==> src/rtl/dct8_pkg.sv <==
package dct8_pkg;

   localparam int SW    = 16;
   localparam int LANES = 8;

   typedef logic signed [SW-1:0]       smp_t;
   typedef logic [LANES-1:0][SW-1:0]   vec8_t;

   localparam smp_t K_TAN1   = 16'sh32EC;
   localparam smp_t K_TAN2   = 16'sh6A0A;
   localparam smp_t K_TAN3M1 = 16'shAB0E;
   localparam smp_t K_HRT2   = 16'sh5A82;

   localparam smp_t S_MAX = {1'b0, {(SW-1){1'b1}}};
   localparam smp_t S_MIN = {1'b1, {(SW-1){1'b0}}};

   // intermediates after the input butterflies and pre-shift
   typedef struct packed {
      smp_t e03;
      smp_t d03;
      smp_t e12;
      smp_t d12;
      smp_t a4;
      smp_t a5;
      smp_t a6;
      smp_t a7;
   } front_t;

   // even outputs plus odd-path terms after the rotation stage
   typedef struct packed {
      smp_t o0;
      smp_t o2;
      smp_t o4;
      smp_t o6;
      smp_t a4;
      smp_t a7;
      smp_t rp;
      smp_t rm;
   } mid_t;

   function automatic smp_t clamp17(logic [SW:0] w);
      if (w[SW] != w[SW-1])
         return w[SW] ? S_MIN : S_MAX;
      return smp_t'(w[SW-1:0]);
   endfunction

   function automatic smp_t sadd(smp_t a, smp_t b);
      logic [SW:0] w;
      w = {a[SW-1], a} + {b[SW-1], b};
      return clamp17(w);
   endfunction

   function automatic smp_t ssub(smp_t a, smp_t b);
      logic [SW:0] w;
      w = {a[SW-1], a} - {b[SW-1], b};
      return clamp17(w);
   endfunction

   function automatic smp_t mulh(smp_t a, smp_t k);
      logic signed [2*SW-1:0] p;
      p = (2*SW)'(a) * (2*SW)'(k);
      return smp_t'(p[2*SW-1:SW]);
   endfunction

   function automatic smp_t shl(smp_t a, int unsigned s);
      return a << s;
   endfunction

   function automatic smp_t set_lsb(smp_t a);
      return {a[SW-1:1], 1'b1};
   endfunction

endpackage

==> src/rtl/dct8_front.sv <==
module dct8_front
   import dct8_pkg::*;
#(
   parameter int SHIFT = 3
) (
   input  vec8_t  x,
   output front_t y
);

   smp_t sm [4];
   smp_t df [4];

   // mirrored-lane butterflies: lane k paired with lane 7-k
   for (genvar k = 0; k < 4; k++) begin : g_bfly
      assign sm[k] = sadd(smp_t'(x[k]), smp_t'(x[LANES-1-k]));
      assign df[k] = ssub(smp_t'(x[k]), smp_t'(x[LANES-1-k]));
   end

   always_comb begin
      y.e03 = shl(sadd(sm[0], sm[3]), SHIFT);
      y.d03 = shl(ssub(sm[0], sm[3]), SHIFT);
      y.e12 = shl(sadd(sm[1], sm[2]), SHIFT);
      y.d12 = shl(ssub(sm[1], sm[2]), SHIFT);
      y.a4  = shl(df[3], SHIFT);
      y.a5  = shl(df[2], SHIFT + 1);
      y.a6  = shl(df[1], SHIFT + 1);
      y.a7  = shl(df[0], SHIFT);
   end

   always_comb begin : chk

      if (x == '0) begin
         zero_in_chk: assert (y == '0)
            else $error("front stage: zero column gave nonzero terms");
      end
   end

endmodule

==> src/rtl/dct8_mid.sv <==
module dct8_mid
   import dct8_pkg::*;
(
   input  front_t a,
   output mid_t   b
);

   always_comb begin
      b.o0 = sadd(a.e03, a.e12);
      b.o4 = ssub(a.e03, a.e12);
      b.o2 = set_lsb(sadd(mulh(a.d12, K_TAN2), a.d03));
      b.o6 = set_lsb(ssub(mulh(a.d03, K_TAN2), a.d12));
      b.rp = set_lsb(mulh(sadd(a.a6, a.a5), K_HRT2));
      b.rm = mulh(ssub(a.a6, a.a5), K_HRT2);
      b.a4 = a.a4;
      b.a7 = a.a7;
   end

   always_comb begin : chk

      if (a.e12 == '0) begin
         even_sym_chk: assert (b.o0 == b.o4)
            else $error("mid stage: even pair differs with zero e12");
      end
   end

endmodule

==> src/rtl/dct8_odd.sv <==
module dct8_odd
   import dct8_pkg::*;
(
   input  mid_t  b,
   output vec8_t y
);

   smp_t u, v, p, m;
   smp_t v_t3, m_t3;

   always_comb begin
      u    = sadd(b.a4, b.rm);
      v    = ssub(b.a4, b.rm);
      p    = sadd(b.a7, b.rp);
      m    = ssub(b.a7, b.rp);
      // tan(3pi/16) split as (t-1)*x + x so the constant stays in 16 bits
      v_t3 = sadd(mulh(v, K_TAN3M1), v);
      m_t3 = sadd(mulh(m, K_TAN3M1), m);

      y[0] = b.o0;
      y[2] = b.o2;
      y[4] = b.o4;
      y[6] = b.o6;
      y[1] = sadd(p, mulh(u, K_TAN1));
      y[7] = ssub(mulh(p, K_TAN1), u);
      y[3] = ssub(m, v_t3);
      y[5] = sadd(v, m_t3);
   end

endmodule

==> src/rtl/dct8_pipe_reg.sv <==
module dct8_pipe_reg #(
   parameter int W = 8
) (
   input  logic         clk,
   input  logic         rst_n,
   input  logic         en,
   input  logic         vi,
   input  logic [W-1:0] di,
   output logic         vo,
   output logic [W-1:0] dq
);

   if (W < 1) begin : g_bad_w
      $error("dct8_pipe_reg: W must be positive");
   end

   always_ff @(posedge clk) begin
      if (!rst_n) begin
         vo <= 1'b0;
         dq <= '0;
      end else if (en) begin
         vo <= vi;
         dq <= di;
      end
   end

endmodule

==> src/rtl/col_dct8_fwd.sv <==
module col_dct8_fwd
   import dct8_pkg::*;
#(
   parameter int SHIFT   = 3,
   parameter bit MID_REG = 1'b1
) (
   input  logic                  clk,
   input  logic                  rst_n,
   input  logic                  in_valid,
   output logic                  in_ready,
   input  logic [LANES*SW-1:0]   in_col,
   output logic                  out_valid,
   input  logic                  out_ready,
   output logic [LANES*SW-1:0]   out_col
);

   localparam int LATENCY = 2 + int'(MID_REG);
   localparam int FW      = $bits(front_t);
   localparam int MW      = $bits(mid_t);
   localparam int VW      = $bits(vec8_t);

   if (SHIFT < 0 || SHIFT > 12) begin : g_bad_shift
      $error("col_dct8_fwd: SHIFT must lie in 0..12");
   end
   if (LATENCY < 2 || LATENCY > 3) begin : g_bad_lat
      $error("col_dct8_fwd: latency out of range");
   end

   logic   adv;
   vec8_t  in_v;
   front_t f_c, f_q;
   mid_t   m_c, m_q;
   vec8_t  o_c, o_q;
   logic   v1, v2;

   assign adv      = !out_valid || out_ready;
   assign in_ready = adv;
   assign in_v     = in_col;

   dct8_front #(.SHIFT(SHIFT)) u_front (.x(in_v), .y(f_c));

   dct8_pipe_reg #(.W(FW)) u_r1 (
      .clk(clk), .rst_n(rst_n), .en(adv),
      .vi(in_valid), .di(f_c), .vo(v1), .dq(f_q)
   );

   dct8_mid u_mid (.a(f_q), .b(m_c));

   if (MID_REG) begin : g_mid_reg
      dct8_pipe_reg #(.W(MW)) u_r2 (
         .clk(clk), .rst_n(rst_n), .en(adv),
         .vi(v1), .di(m_c), .vo(v2), .dq(m_q)
      );
   end else begin : g_mid_wire
      assign v2  = v1;
      assign m_q = m_c;
   end

   dct8_odd u_odd (.b(m_q), .y(o_c));

   dct8_pipe_reg #(.W(VW)) u_r3 (
      .clk(clk), .rst_n(rst_n), .en(adv),
      .vi(v2), .di(o_c), .vo(out_valid), .dq(o_q)
   );

   assign out_col = o_q;


   hold_chk: assert property (@(posedge clk) disable iff (!rst_n)
      out_valid && !out_ready |=> out_valid && $stable(out_col))
      else $error("held output changed");


   stall_ready_chk: assert property (@(posedge clk) disable iff (!rst_n)
      !in_ready |-> out_valid)
      else $error("input stalled with no output pending");


   rst_chk: assert property (@(posedge clk) disable iff (!rst_n)
      !$past(rst_n) |-> !out_valid && in_ready)
      else $error("valid output right after reset");


   odd_lsb_chk: assert property (@(posedge clk) disable iff (!rst_n)
      out_valid |-> out_col[2*SW] && out_col[6*SW])
      else $error("forced rounding bit missing");

endmodule

==> config.mk <==
export PLATFORM = sky130hd
export DESIGN_NAME = col_dct8_fwd
export DESIGN_NICKNAME = d
export VERILOG_FILES = /design/src/rtl/dct8_pkg.sv /design/src/rtl/dct8_front.sv /design/src/rtl/dct8_mid.sv /design/src/rtl/dct8_odd.sv /design/src/rtl/dct8_pipe_reg.sv /design/src/rtl/col_dct8_fwd.sv
export SDC_FILE = /design/constraint.sdc
export NUM_CORES = 2
export LEC_CHECK = 0
export ABC_CLOCK_PERIOD_IN_PS = 26900
export CAP_MARGIN = 20
export CORE_MARGIN = 3
export CORE_UTILIZATION = 52
export CTS_CLUSTER_DIAMETER = 120
export DETAILED_ROUTE_END_ITERATION = 10
export PLACE_DENSITY = 0.74
export RECOVER_POWER = 25
export SLEW_MARGIN = 20
export SYNTH_ARGS = -nofsm -noshare
export SYNTH_HDL_FRONTEND = slang
export SYNTH_HIERARCHICAL = 1
export SYNTH_SLANG_ARGS = --single-unit
==> constraint.sdc <==
create_clock -name clk -period 26.9 [get_ports clk]
set_input_delay 8.07 -clock clk [delete_from_list [all_inputs] [get_ports clk]]
set_output_delay 8.07 -clock clk [all_outputs]
set_load 0.1 [all_outputs]
==> results.json <==
{
  "reg2regPathDepth": 62,
  "syn_area_sq_mm": 0.0722,
  "violations": "capacitance limit, slew limit",
  "wl_met3_mm": 8.51,
  "dr.pass1.iters": 6,
  "fin_nets": 10400,
  "finalCriticalPeriod_ps": 19700,
  "synthDominantCellAreaShare_pct": 23.1,
  "wl_met2_mm": 86.0,
  "grt_pass1_vias": 56300,
  "critical_path_peak_fanout": 51,
  "fin_area_sq_mm": 0.0765,
  "fmax_mhz": 50.8,
  "wl_met1_mm": 84.2,
  "wl_per_cell_um": 18.2,
  "hp-class": "flip-flop to flip-flop",
  "max-slew-margin-rel_pct": -174,
  "htreeDepth": 2,
  "regToRegEndpoint": "u_r3/dq[94]",
  "rsz0062_at_grt": "false",
  "critPathRequiredTime_ps": 18830,
  "synth_most_common_cell": "inv_1",
  "cts_resized": 0,
  "min_to": "u_r3/dq[83]",
  "vias": 56200,
  "grt_max_degree": 169,
  "ant_nets": 0,
  "cts_setup_buffers": 0,
  "routed_via_density": 5.54,
  "synth-seq-cells": 387,
  "holdPathStages": 2,
  "cts_hold_buf": 0,
  "die_y_um": 379,
  "r2r_slack_ps": 10950,
  "tightest_slew_ps": 4110,
  "hold_violations": 0,
  "grt.total_usage_pct": 25.5,
  "cpLargestDelayFamily": "simple AND/OR/NAND/NOR gates",
  "die_width_um": 379,
  "cts_tree": "yes",
  "crit_type": "input port to primary output",
  "syn_area_per_cell_sq_um": 8.70,
  "num_rows": 136,
  "worst_hold_startpoint": "u_r3/dq[83]",
  "cp_slowest_cell": "nand2b_1",
  "place_area_sq_mm": 0.0749,
  "crit_path_start_kind": "input port",
  "synthTopCellsByCount": "1371 x inv_1, 1333 x ha_1, 570 x fa_1",
  "clk_pin_slew_ps": 50,
  "grt_overflow": 0,
  "first_iter_violations": 3603,
  "routed.top_layer": "met5",
  "critPathCaptureType": "primary output",
  "synthCells": 8300,
  "final.setup_skew_ps": 36.0,
  "antenna_found_initial": 10,
  "drc": 0,
  "cts_buffers": 46,
  "status": "finished, violations left",
  "synth_area_leaders": "ha_1 23%, fa_1 16%, dfxtp_1 11%",
  "fin_tns_setup_ps": 0,
  "area_growth_pct": 5.98,
  "drive_gt1_share_pct": 3.03,
  "cts.path.max_buffers": 3,
  "clockRootBuffer": "clkbuf_16",
  "critical_path_buf_inv_count": 2,
  "drv_slew": 214,
  "core_area_sq_mm": 0.138,
  "async_reset_ff_share_pct": 0,
  "yosys_warnings": 6,
  "dieArea_sq_mm": 0.143,
  "cp_cell_sequence": "dlygate4sd3_1, nand2b_1, buf_4",
  "portBuffers": 261,
  "ios": 262,
  "gp_congestion": 0.996,
  "clock_sinks": 387,
  "slowest_delay_ps": 2380,
  "ys_types": 117,
  "grt_pass1_wl_mm": 298,
  "holdWs_ps": 513,
  "synth_edf_count": 0,
  "drt_wl_total_mm": 184,
  "max_cap_violations": 4,
  "synth.yosys.seq_area_share_pct": 10.7,
  "synth_top_area_cell": "ha_1",
  "floorplan.initialDensity_pct": 52.4,
  "place_hpwl_mm": 154,
  "final-setup-viol-count": 0,
  "fin_crit_sh_pct": 73.2,
  "synth-main-ff-cell": "dfxtp_1",
  "arrival_ps": 11630,
  "clk_latency_ps": 650,
  "timing.rr.start": "g_mid_reg.u_r2/dq[17]"
}
## worst max path at each step
stage                         start       end  slack [ps]  cells past startpoint
after floorplan           out_ready  in_ready        9960                      1
after global placement    out_ready  in_ready        9070                      3
after detailed placement  out_ready  in_ready        9070                      3
after CTS                 out_ready  in_ready        9060                      3
after global routing      out_ready  in_ready        6960                      3
final                     out_ready  in_ready        7200                      3
## per-layer routing
layer	global-route usage, %	up-vias
met5	0	-
met4	7.24	10
met3	2.64	275
met2	43.2	1273
met1	34.4	27000
li1	-	27600
## kinds of logic after synthesis
logic type / synth area share [%]
buffers and inverters: 10.9
and+or+nand+nor: 11.9
DFF: 10.7
AOI/OAI and AO/OA: 14.3
adders and majority gates: 40.0
xor gates and xnor gates: 6.36
other: 0.0104
muxes: 5.82
## state kept, by name (all words and copies together) (netlist names)
signal	count
u_r1/dq	128
g_mid_reg.u_r2/vo	1
g_mid_reg.u_r2/dq	128
u_r3/dq	128
u_r1/vo	1
u_r3/vo	1
## cells in the final DEF (no fill, tap or decap), drive strengths merged, types with 51 or more instances in the layout
master and count:
xor2 137, o21ai 379, nand2 229, o21a 131, maj3 80, inv 1378
clkdlybuf4s50 255, nor2b 475, nor2 389, mux2i 409, buf 51, ha 1333
nor3 113, clkbuf 65, xnor2 380, fa 570, dfxtp 387, nand2b 102
a21o 128, o21bai 61, nand3 89, a21oi 504
## stage by stage
stage	utilization (%)	setup slack, ps	std cells
floorplan	-	9960	8327
global placement	54.4	9070	10100
detailed placement	54.4	9070	10100
CTS	55.6	9060	10100
global route	55.6	6960	10100
finish	55.6	7200	10200
## worst reg2reg max path: cells and delay by family (launching register included)
family / cells / cell delay [ps]
compound gates: 23 / 6730
xor+xnor: 2 / 260
flops: 1 / 450
buf+inv: 11 / 1030
fa+ha+maj: 12 / 5060
mux: 1 / 70
simple gates: 13 / 2290
## final cells by class
cell class,count,area [sq um]
diodes,5,12.5
clock buffers,61,1320
well taps,1794,2240
fillers,12100,61100
clock inverters,23,267
multi-input cells,6189,56700
flip-flops and latches,387,7750
repair buffers,314,3030
inverters,1379,5180
Power is left out: the tool's default activity adds up to more than one toggle a clock period on the data nets, which glitch-free logic cannot reach.
